`config.mk`:
```
export PLATFORM = sky130hd
export DESIGN_NAME = sprom_reader
export DESIGN_NICKNAME = d
export VERILOG_FILES = /design/src/rtl/sprom_pkg.sv /design/src/rtl/sprom_clkgen.sv /design/src/rtl/sprom_shift.sv /design/src/rtl/sprom_sweep.sv /design/src/rtl/sprom_reader.sv
export SDC_FILE = /design/constraint.sdc
export NUM_CORES = 1
export LEC_CHECK = 0
export ABC_CLOCK_PERIOD_IN_PS = 2700
export BUFFER_PORTS_ARGS = -buffer_cell sky130_fd_sc_hd__buf_2
export CORE_MARGIN = 4
export CORE_UTILIZATION = 55
export DETAILED_ROUTE_END_ITERATION = 10
export GPL_TIMING_DRIVEN = 0
export HOLD_SLACK_MARGIN = 0.1
export PLACE_DENSITY = 0.75
export SYNTH_ARGS = -nofsm -noshare
export SYNTH_HDL_FRONTEND = slang
export SYNTH_SLANG_ARGS = --single-unit
```
`constraint.sdc`:
```
create_clock -name clk -period 2.7 [get_ports clk]
set_input_delay 0.54 -clock clk [delete_from_list [all_inputs] [get_ports clk]]
set_output_delay 0.54 -clock clk [all_outputs]
set_load 0.05 [all_outputs]
```
`src/rtl/sprom_pkg.sv`:
```
package sprom_pkg;
  localparam int ADDR_W  = 6;
  localparam int DATA_W  = 16;
  localparam int WORDS   = 1 << ADDR_W;
  localparam int CMD_W   = 11;
  localparam int OP_W    = 3;
  localparam int PAD_W   = CMD_W - OP_W - ADDR_W;
  localparam int IDX_W   = $clog2(DATA_W);
  localparam int MAC_W   = 48;
  localparam int MAC_WORDS = MAC_W / DATA_W;
  localparam logic [OP_W-1:0] RD_OP = 3'b110;

  typedef enum logic [1:0] {PH_IDLE, PH_CMD, PH_DAT} phase_e;

  function automatic logic [CMD_W-1:0] rd_cmd(input logic [ADDR_W-1:0] a);
    return {{PAD_W{1'b0}}, RD_OP, a};
  endfunction
endpackage

```
`src/rtl/sprom_clkgen.sv`:
```
module sprom_clkgen #(
  parameter int HALF_DIV = 4
) (
  input  logic clk,
  input  logic rst,
  input  logic en_i,
  output logic tick_o
);
  generate
    if (HALF_DIV <= 1) begin : g_direct
      assign tick_o = en_i;
    end else begin : g_count
      localparam int CW = $clog2(HALF_DIV);
      localparam logic [CW-1:0] LAST = CW'(HALF_DIV - 1);
      logic [CW-1:0] cnt;

      always_ff @(posedge clk) begin
        if (rst || !en_i) cnt <= '0;
        else if (cnt == LAST) cnt <= '0;
        else cnt <= cnt + 1'b1;
      end

      assign tick_o = en_i && (cnt == LAST);

      AST_TICK_SPACED: assert property (@(posedge clk) disable iff (rst)
        tick_o |=> !tick_o);
    end
  endgenerate
endmodule

```
`src/rtl/sprom_shift.sv`:
```
module sprom_shift
  import sprom_pkg::*;
(
  input  logic              clk,
  input  logic              rst,
  input  logic              req_i,
  input  logic [ADDR_W-1:0] addr_i,
  input  logic              tick_i,
  input  logic              do_i,
  output logic              busy_o,
  output logic              cs_o,
  output logic              sk_o,
  output logic              di_o,
  output logic              wdone_o,
  output logic [DATA_W-1:0] wdata_o
);
  phase_e             st;
  logic               hi;
  logic [IDX_W-1:0]   idx;
  logic [CMD_W-1:0]   cmd_q;
  logic [DATA_W-1:0]  shreg;
  logic [CMD_W-1:0]   cmd_new;

  assign cmd_new = rd_cmd(addr_i);
  assign busy_o  = (st != PH_IDLE);

  always_ff @(posedge clk) begin
    if (rst) begin
      st      <= PH_IDLE;
      hi      <= 1'b0;
      idx     <= '0;
      cmd_q   <= '0;
      shreg   <= '0;
      cs_o    <= 1'b0;
      sk_o    <= 1'b0;
      di_o    <= 1'b0;
      wdone_o <= 1'b0;
      wdata_o <= '0;
    end else begin
      wdone_o <= 1'b0;
      unique case (st)
        PH_IDLE: begin
          if (req_i) begin
            st    <= PH_CMD;
            cmd_q <= cmd_new;
            idx   <= IDX_W'(CMD_W - 1);
            hi    <= 1'b0;
            cs_o  <= 1'b1;
            sk_o  <= 1'b0;
            di_o  <= cmd_new[CMD_W-1];
          end
        end
        PH_CMD: begin
          if (tick_i) begin
            if (!hi) begin
              hi   <= 1'b1;
              sk_o <= 1'b1;
            end else begin
              hi   <= 1'b0;
              sk_o <= 1'b0;
              if (idx == '0) begin
                st   <= PH_DAT;
                idx  <= IDX_W'(DATA_W - 1);
                di_o <= 1'b0;
              end else begin
                idx  <= idx - 1'b1;
                di_o <= cmd_q[idx - 1'b1];
              end
            end
          end
        end
        PH_DAT: begin
          if (tick_i) begin
            if (!hi) begin
              hi   <= 1'b1;
              sk_o <= 1'b1;
            end else begin
              hi    <= 1'b0;
              sk_o  <= 1'b0;
              shreg <= {shreg[DATA_W-2:0], do_i};
              if (idx == '0) begin
                st      <= PH_IDLE;
                cs_o    <= 1'b0;
                wdone_o <= 1'b1;
                wdata_o <= {shreg[DATA_W-2:0], do_i};
              end else begin
                idx <= idx - 1'b1;
              end
            end
          end
        end
        default: st <= PH_IDLE;
      endcase
    end
  end

  AST_SK_NEEDS_CS: assert property (@(posedge clk) disable iff (rst)
    sk_o |-> cs_o);
  AST_DI_SETUP_HELD: assert property (@(posedge clk) disable iff (rst)
    sk_o |-> $stable(di_o));
  AST_IDLE_QUIET: assert property (@(posedge clk) disable iff (rst)
    (st == PH_IDLE) |-> (!cs_o && !sk_o && !di_o));
  AST_CMD_HELD: assert property (@(posedge clk) disable iff (rst)
    (busy_o && req_i) |=> $stable(cmd_q));
endmodule

```
`src/rtl/sprom_sweep.sv`:
```
module sprom_sweep
  import sprom_pkg::*;
(
  input  logic              clk,
  input  logic              rst,
  input  logic              go_i,
  input  logic              wdone_i,
  input  logic [DATA_W-1:0] wdata_i,
  output logic              active_o,
  output logic              launch_o,
  output logic [ADDR_W-1:0] addr_o,
  output logic              sweep_done_o,
  output logic [DATA_W-1:0] sum_o,
  output logic [MAC_W-1:0]  mac_o
);
  localparam logic [ADDR_W-1:0] LAST = ADDR_W'(WORDS - 1);

  always_ff @(posedge clk) begin
    if (rst) begin
      active_o     <= 1'b0;
      launch_o     <= 1'b0;
      addr_o       <= '0;
      sweep_done_o <= 1'b0;
      sum_o        <= '0;
      mac_o        <= '0;
    end else begin
      launch_o     <= 1'b0;
      sweep_done_o <= 1'b0;
      if (!active_o) begin
        if (go_i) begin
          active_o <= 1'b1;
          launch_o <= 1'b1;
          addr_o   <= '0;
          sum_o    <= '0;
        end
      end else if (wdone_i) begin
        sum_o <= sum_o + wdata_i;
        for (int k = 0; k < MAC_WORDS; k++) begin
          if (addr_o == ADDR_W'(k))
            mac_o[MAC_W-1-DATA_W*k -: DATA_W] <= {wdata_i[7:0], wdata_i[15:8]};
        end
        if (addr_o == LAST) begin
          active_o     <= 1'b0;
          sweep_done_o <= 1'b1;
        end else begin
          addr_o   <= addr_o + 1'b1;
          launch_o <= 1'b1;
        end
      end
    end
  end

  AST_SWEEP_ORDER: assert property (@(posedge clk) disable iff (rst)
    (active_o && wdone_i && addr_o != LAST) |=> (addr_o == $past(addr_o) + 1'b1));
  AST_LAUNCH_ACTIVE: assert property (@(posedge clk) disable iff (rst)
    launch_o |-> active_o);
endmodule

```
`src/rtl/sprom_reader.sv`:
```
module sprom_reader #(
  parameter int HALF_DIV = 4
) (
  input  logic        clk,
  input  logic        rst,
  input  logic        start_i,
  input  logic        sweep_i,
  input  logic [5:0]  addr_i,
  output logic        busy_o,
  output logic        done_o,
  output logic [15:0] data_o,
  output logic        sweep_done_o,
  output logic [15:0] sum_o,
  output logic [47:0] mac_o,
  output logic        cs_o,
  output logic        sk_o,
  output logic        di_o,
  input  logic        do_i
);
  import sprom_pkg::*;

  logic              sh_busy, tick, sw_active, sw_launch;
  logic              single_go, sweep_go, sh_req;
  logic [ADDR_W-1:0] sw_addr, sh_addr;

  assign busy_o    = sh_busy | sw_active;
  assign sweep_go  = sweep_i & ~busy_o;
  assign single_go = start_i & ~busy_o & ~sweep_i;
  assign sh_req    = single_go | sw_launch;
  assign sh_addr   = sw_active ? sw_addr : addr_i;

  sprom_clkgen #(.HALF_DIV(HALF_DIV)) u_clk (
    .clk(clk), .rst(rst), .en_i(sh_busy), .tick_o(tick)
  );

  sprom_shift u_shift (
    .clk(clk), .rst(rst), .req_i(sh_req), .addr_i(sh_addr), .tick_i(tick),
    .do_i(do_i), .busy_o(sh_busy), .cs_o(cs_o), .sk_o(sk_o), .di_o(di_o),
    .wdone_o(done_o), .wdata_o(data_o)
  );

  sprom_sweep u_sweep (
    .clk(clk), .rst(rst), .go_i(sweep_go), .wdone_i(done_o), .wdata_i(data_o),
    .active_o(sw_active), .launch_o(sw_launch), .addr_o(sw_addr),
    .sweep_done_o(sweep_done_o), .sum_o(sum_o), .mac_o(mac_o)
  );

  AST_DONE_ONE_CYCLE: assert property (@(posedge clk) disable iff (rst)
    done_o |=> !done_o);
  AST_SWEEP_END_IDLE: assert property (@(posedge clk) disable iff (rst)
    sweep_done_o |-> !busy_o);
  AST_SWEEP_WINS: assert property (@(posedge clk) disable iff (rst)
    (start_i && sweep_i && !busy_o) |=> sw_active);
endmodule

```
== Yosys cells after proc, flatten, opt, wreduce, memory -nomap -nowiden ==
Index checks and enable logic that the tools add are counted.
Word-level totals
  word-level logic and storage cells: 128
  input bits: 11
  register bits: 123
  output and inout port bits: 86
Operators by class
  bitwise logic cells: 12
  equality and inequality tests: 17
  reductions and logical operators: 29
  add/sub/neg operators: 4
  $lt $le $gt $ge: 1
  mux-type cells: 47
Operators by type and width (count)
  two-way mux 16 bit: 3
  two-way mux 6 bit: 5
  two-way mux 4 bit: 7
  two-way mux 1 bit: 19
  AND reduction 3 bit: 6
  adder 16 bit: 1
  two-way mux 2 bit: 7
  AND reduction 7 bit: 2
  != test 2 bit, second input constant: 6
  case mux 4 bit (3 select lines): 1
  != test 2 x 1 -> 1 bit, second input constant: 5
  nonzero test 2 bit: 5
  AND reduction 4 bit: 2
  NOT 1 bit: 7
  adder 6 x 1 -> 6 bit, second input constant: 1
  equality test 6 x 1 -> 1 bit, second input constant: 1
  equality test 6 x 2 -> 1 bit, second input constant: 1
  equality test 6 bit, second input constant: 1
  zero test 6 bit: 1
  case mux 1 bit (2 select lines): 3
  case mux 2 bit (3 select lines): 1
  less-than comparator 4 x 5 -> 1 bit, second input constant: 1
  AND reduction 5 bit: 1
  binary-select mux 1 bit (select 4 bit): 1
  16 further kinds: 22

== Depth between registers and ports, before layout ==
Gate-level depths: netlist (run 1).
  word-level depth: 8
  gate-level depth with buffers: 10
  depth with buffers taken out: 8

== Hierarchy ==
From an unflattened synthesis (run 1), not the netlist that was laid out.
Second synthesis, totals
  cells, all modules: 690
  area, all modules: 5743.0 um^2
By module, submodules not included
  sprom_sweep: area an instance 3470.8 um^2, cells an instance 422, instances 1, seq. area each 1461.4 um^2
  sprom_shift: area an instance 2053.2 um^2, cells an instance 250, instances 1, seq. area each 960.9 um^2
  sprom_reader: area an instance 132.6 um^2, cells an instance 12, instances 1, seq. area each 0.0 um^2
  sprom_clkgen: area an instance 86.3 um^2, cells an instance 6, instances 1, seq. area each 40.0 um^2

== Worst setup path after synthesis (run 1) ==
No wires, ideal clock.
  kind: register to register
  start point: register u_shift.wdata_o[0]
  end point: register u_sweep.sum_o[12]
  library setup time: 117 ps
  data required time: 2583 ps
  path slack: 220 ps
  buffers on the path: 0
  clock period less this slack: 2480 ps
  stages on the path, launching flop included: 9
  data arrival time: 2363 ps
  cells stage by stage: dfxtp_1 -> ha_1 -> inv_1 -> fa_1 -> and2b_1 -> o2111ai_2 -> a211oi_1 -> o21ai_0 -> a32o_1
On the way
  word-level cells in the longest chain between the ends: 3
Ends and longest elaborated chain
  start: declaration: line sprom_shift.sv:15  | output logic [DATA_W-1:0] wdata_o
  start signal: assignment: line sprom_shift.sv:85  | wdata_o <= {shreg[DATA_W-2:0], do_i};
  adder 16 bit: line sprom_sweep.sv:37  | sum_o <= sum_o + wdata_i;
  two-way mux 16 bit: line sprom_sweep.sv:36  | end else if (wdone_i) begin
  two-way mux 16 bit: line sprom_sweep.sv:29  | if (!active_o) begin
  end signal: assignment: line sprom_sweep.sv:37
  end: declaration: line sprom_sweep.sv:13  | output logic [DATA_W-1:0] sum_o,
Every way passes these cells. The select of a mux whose other input is x is not followed.
A chain may end at the register's enable or synchronous reset.

== Worst setup path in the final report (run 1) ==
Same ends and word-level chain as after synthesis.

==> results_dict.tcl, run 1 <==
set metrics [dict create \
    status "completed" \
    synth.avg_cell_area_um2 8.25 \
    min_period_ns 2.48 \
    dieArea_mm2 0.0119 \
    slew_viol_final 0 \
    grt_setup_unrepaired "false" \
    worst_pin_slew_ns 0.706 \
    synth_top_area_share_pct 43.9 \
    ys_async_sr_fraction_pct 0 \
    die_h_um 109 \
    cp-start-kind "flip-flop" \
    final_area_mm2 0.00692 \
    worst_ep_arrival_time_ns 2.90 \
    netlist_instances 680 \
    cellLeakagePower_nw 2.88 \
    synthMostInstantiatedCell "nand2_1" \
    syn_area_mm2 0.00561 \
    via_count 5523 \
    clock.fmax_mhz 403 \
    viasPerCell 5.88 \
    critPathSlowestCell "dfxtp_1" \
    worst_path_largest_cell_delay_ns 0.48 \
    path_delay_family "compound AO/OA/AOI/OAI gates" \
    firstDrtPassIters 6 \
    cts_root_buffer "clkbuf_8" \
    holdBufCountCts 0 \
    clock-sinks 123 \
    drc 0 \
    synth_seq_area_share_pct 43.9 \
    nets 831 \
    grt_start_max_net_pins 17 \
    ys.flop_type "dfxtp_1" \
    portBuffers 95 \
    syn2layout_area_growth_pct 23.3 \
    pin_count 97 \
    post_cts_buffers 0 \
    coreArea_mm2 0.00986 \
    finalWorstSetupSlack_ns 0.218 \
    grt_pass1_vias 5173 \
    yosys-top-cells-area "dfxtp_1 44%, a21oi_1 9.7%, nand2_1 9.1%" \
    yosys_warnings 0 \
    worstSetupPathType "reg2reg" \
    overflow 0 \
    end_kind "flip-flop" \
    grt_use_total_pct 28.0 \
    holdCritPathClass "in2reg" \
    clock_latency_ns 0.53 \
    worstPathRequired_ns 3.12 \
    cts_tree "yes" \
    htreeDepth 4 \
    die_w_um 109 \
    hold_violations 0 \
    synth_common_cells "136 x nand2_1, 123 x dfxtp_1, 109 x a21oi_1" \
    synth_edf_count 0 \
    post_dp_cell_area_mm2 0.00625 \
    cp_num_buf_inv 1 \
    path_max_fanout 6 \
    clk_pin_slew_ns 0.06 \
    wl_per_cell_um 17.3 \
    drtIter0Drc 434 \
    fin_skew_ns 0.00756 \
    drv_cap 0 \
    synth_nets 717 \
    drive_above_1_share_pct 19.1 \
    relSlewSlack_pct 52.8 \
    synth_cell_types 60 \
    cts_resized 0 \
    initial_utilization_pct 56.9 \
    post-place-ws_ns 0.247 \
    setup_viol_count_final 0 \
    antenna_left 0 \
    power_mw 5.20 \
    setup_tns_ns 0 \
    cts_buffer_depth 2 \
    gp_congestion 0.882 \
    ir_drop_mv 0.539 \
    path_cells "ha_1, inv_1, fa_1, and2b_1, o2111ai_2, a211oi_1, o21ai_0, a32o_1" \
    wl_um 16300 \
    power.density_mw_per_mm2 751 \
    row_count 36 \
    yosysTopAreaCell "dfxtp_1" \
    dp_hpwl_um 11600 \
    numCtsBuffers 17 \
    antenna_found_initial 0 \
    post-route-period-util_pct 91.9 \
    grt_first_pass_wirelength_um 25600 \
    ys_seq_elements 123 \
    diodes 0 \
]
-- through the flow --
step                cells  util [%]  hold WS, ns
floorplan             680         -        0.407
global placement      908      63.4        0.414
detailed placement    908      63.4        0.429
CTS                   939      70.2        0.276
global route          939      70.2        0.291
finish                939      70.2        0.277
-- flip-flops by register name (all words and copies together) (netlist names), 4 cells and up --
| signal | cells |
|---|---|
| u_shift.cmd_q | 7 |
| u_sweep.mac_o | 48 |
| u_shift.wdata_o | 16 |
| u_sweep.addr_o | 6 |
| u_shift.idx | 4 |
| u_sweep.sum_o | 16 |
| u_shift.shreg | 15 |
-- final cells by class --
cell class / instances / area (um^2)
Fill cell: 777 / 2940
Multi-Input combinational cell: 498 / 2890
Sequential cell: 123 / 2460
Timing Repair Buffer: 95 / 475
Clock buffer: 18 / 428
Clock inverter: 13 / 238
Buffer: 45 / 210
Tap cell: 133 / 166
Inverter: 14 / 52.6
-- where the power goes --
group,total [mW],internal [mW],switching (mW)
logic,0.690,0.254,0.436
registers,1.94,1.89,0.0479
clock network,2.57,1.71,0.856
total,5.20,3.86,1.34
-- routing by layer --
metal  part of all wire, %  GRT usage (%)  vias to the layer above
li1                      -              -                     2625
met1                    42           36.6                     2607
met2                    48           45.0                      253
met3                   8.3           6.51                       38
met4                   2.5           10.7                        0
met5                     0              0                        -
-- worst reg2reg max path: stages, from the launching register on --
cell and delay, ns:
dfxtp_1 0.48, ha_1 0.25, inv_1 0.07, fa_1 0.39
and2b_1 0.27, o2111ai_2 0.21, a211oi_1 0.31, o21ai_0 0.13
a32o_1 0.26
-- layout by cell type (no fill, tap or decap), drive strengths merged, types with 3 or more instances in the layout --
| cell | instances |
|---|---|
| xnor2 | 8 |
| and2 | 3 |
| o21ai | 22 |
| clkbuf | 49 |
| nor3 | 6 |
| a211oi | 12 |
| nand2 | 136 |
| dfxtp | 123 |
| a211o | 3 |
| nand3b | 3 |
| nand4b | 3 |
| nor2 | 26 |
| buf | 109 |
| bufinv | 6 |
| nand4 | 5 |
| a21o | 7 |
| a21oi | 111 |
| a32o | 5 |
| mux2i | 10 |
| a31oi | 3 |
| or3 | 5 |
| inv | 17 |
| nand3 | 62 |
| ha | 25 |
| clkinvlp | 3 |
| nor3b | 4 |
| o21a | 4 |
-- worst paths after layout --
check | startpoint | slack (ns) | depth (start not counted) | to
hold / removal | do_i | 0.28 | 3 | u_shift.shreg[0]
hold reg to reg | u_clk.g_count.cnt[0] | 0.43 | 1 | u_clk.g_count.cnt[0]
setup / recovery | u_shift.wdata_o[0] | 0.22 | 8 | u_sweep.sum_o[12]
setup reg to reg | u_shift.wdata_o[0] | 0.22 | 8 | u_sweep.sum_o[12]
-- logic make-up (layout without fill, tap and decap cells) --
kind of cell	after synthesis	in the layout	share of synthesized area, %
compound gates	184	184	19.6
mux	11	11	2.18
fa+ha+maj	26	26	5.93
xor+xnor	10	10	1.56
flops	123	123	43.9
buf+inv	59	185	4.68
simple gates	267	267	22.2
No activity file was read; power rests on OpenSTA's default activity.
==> run 2: changes to the inputs <==
--- a/config.mk
+++ b/config.mk
@@ -7,7 +7,7 @@
 export LEC_CHECK = 0
 export ABC_CLOCK_PERIOD_IN_PS = 2700
 export BUFFER_PORTS_ARGS = -buffer_cell sky130_fd_sc_hd__buf_2
-export CORE_MARGIN = 4
+export CORE_MARGIN = 2
 export CORE_UTILIZATION = 55
 export DETAILED_ROUTE_END_ITERATION = 10
 export GPL_TIMING_DRIVEN = 0
==> run 2 against run 1 <==
Die area is 7.2% lower; highest routed layer unchanged; combinational power hardly changed; hold slack better by 0.034 ns; clock skew is 0.0034 ns higher; fmax is 3.4% lower; core utilization is 0.63 points lower; critical path type unchanged; clock power is 15% lower; register-to-register slack worse by 0.09 ns.
==> results_dict.tcl, run 2 (same netlist as run 1, synthesis figures left out) <==
set metrics [dict create \
    wl_um 16000 \
    cts_root_buffer "clkbuf_8" \
    cts_resized 0 \
    hold_violations 0 \
    firstDrtPassIters 5 \
    setup_tns_ns 0 \
    clock.fmax_mhz 389 \
    clk_pin_slew_ns 0.06 \
    gr-usage-met2_pct 46.2 \
    via_count 5495 \
    row_count 36 \
    dieArea_mm2 0.0110 \
    die_w_um 105 \
    power_mw 4.80 \
    drv_cap 0 \
    post_cts_buffers 0 \
    wl_per_cell_um 17.1 \
    overflow 0 \
    portBuffers 95 \
    fill_cells 823 \
    power.density_mw_per_mm2 703 \
    pin_count 97 \
    top_regs "u_sweep.mac_o x48, u_shift.wdata_o x16, u_sweep.sum_o x16" \
    busiest_layer "met2" \
    holdCritPathClass "in2reg" \
    die_h_um 105 \
    clock_latency_ns 0.53 \
    fin_skew_ns 0.0109 \
    diodes 0 \
    final_common_cell "nand2_1" \
    status "completed" \
    cts_buffer_depth 2 \
    drc 0 \
    grt_setup_unrepaired "false" \
    drive_above_1_share_pct 19.2 \
    nets 831 \
    use_met1_pct 40.4 \
    antenna_left 0 \
    htreeDepth 4 \
    worstPathRequired_ns 3.11 \
    worstRegToRegCells 8 \
    grtUsageMet3_pct 5.61 \
    relSlewSlack_pct 49.6 \
    final_cell_mix "136 x nand2_1, 123 x dfxtp_1, 109 x a21oi_1" \
    numCtsBuffers 17 \
    worstSetupPathType "reg2reg" \
    holdBufCountCts 0 \
    antenna_found_initial 0 \
    cp-start-kind "flip-flop" \
    min_period_ns 2.57 \
    grt_pass1_vias 5175 \
    cts_tree "yes" \
    dp_hpwl_um 11200 \
    clock-sinks 123 \
    syn2layout_area_growth_pct 21.6 \
    largest_reg_flops 48 \
    grt_use_total_pct 29.4 \
    ir_drop_mv 0.496 \
    holdWs_ns 0.311 \
    grt_start_max_net_pins 17 \
    end_kind "flip-flop" \
    coreArea_mm2 0.00982 \
    cellLeakagePower_nw 2.83 \
    worst_ep_arrival_time_ns 2.98 \
    hold-path-cell-count 3 \
    worst_pin_slew_ns 0.756 \
    slew_viol_final 0 \
    path_max_fanout 6 \
    largest-register "u_sweep.mac_o" \
    grt_first_pass_wirelength_um 25900 \
    viasPerCell 5.85 \
    setup_viol_count_final 0 \
    drtIter0Drc 341 \
    initial_utilization_pct 57.2 \
    post-route-period-util_pct 95.2 \
    gp_congestion 0.865 \
]
[run 2: worst max-delay path, stage by stage (launching register included)]
cell	delay (ns)
dfxtp_1	0.40
ha_1	0.30
inv_1	0.10
fa_1	0.19
and2b_1	0.24
o2111ai_2	0.33
a21oi_1	0.16
or4_1	0.49
a32o_1	0.25
[run 2: through the flow]
step | cell area (um^2) | setup WS (ns) | std cells | util, %
floorplan | 5610 | 0.220 | 680 | -
global placement | 6250 | 0.254 | 908 | 63.7
detailed placement | 6250 | 0.216 | 908 | 63.7
CTS | 6820 | 0.152 | 940 | 69.5
global route | 6830 | 0.0532 | 940 | 69.5
finish | 6830 | 0.130 | 940 | 69.5
[run 2: report_power, final]
part           switching, mW  internal, mW  total (mW)
clock network          0.863          1.31        2.18
registers             0.0500          1.89        1.94
logic                  0.434         0.253       0.687
[run 2: area by class of cell]
cell class	count	area, um^2	area share [%]
clock buffers	18	418	6.12
clock inverters	14	149	2.18
inverters	14	52.6	0.770
repair buffers	95	475	6.96
plain buffers	45	210	3.08
well taps	133	166	2.44
multi-input cells	498	2890	42.4
flip-flops and latches	123	2460	36.1
[run 2: worst paths after layout]
| check | from | end | slack, ns |
|---|---|---|---|
| hold / removal | do_i | u_shift.wdata_o[0] | 0.31 |
| setup / recovery | u_shift.wdata_o[0] | u_sweep.sum_o[14] | 0.13 |
| setup reg to reg | u_shift.wdata_o[0] | u_sweep.sum_o[14] | 0.13 |
| hold reg to reg | u_clk.g_count.cnt[0] | u_clk.g_count.cnt[0] | 0.43 |
[run 2: routing by layer]
metal | routed length, um | share of wire [%]
met1 | 6950 | 43
met5 | 0 | 0
met3 | 1350 | 8.4
met2 | 7390 | 46
met4 | 352 | 2.2
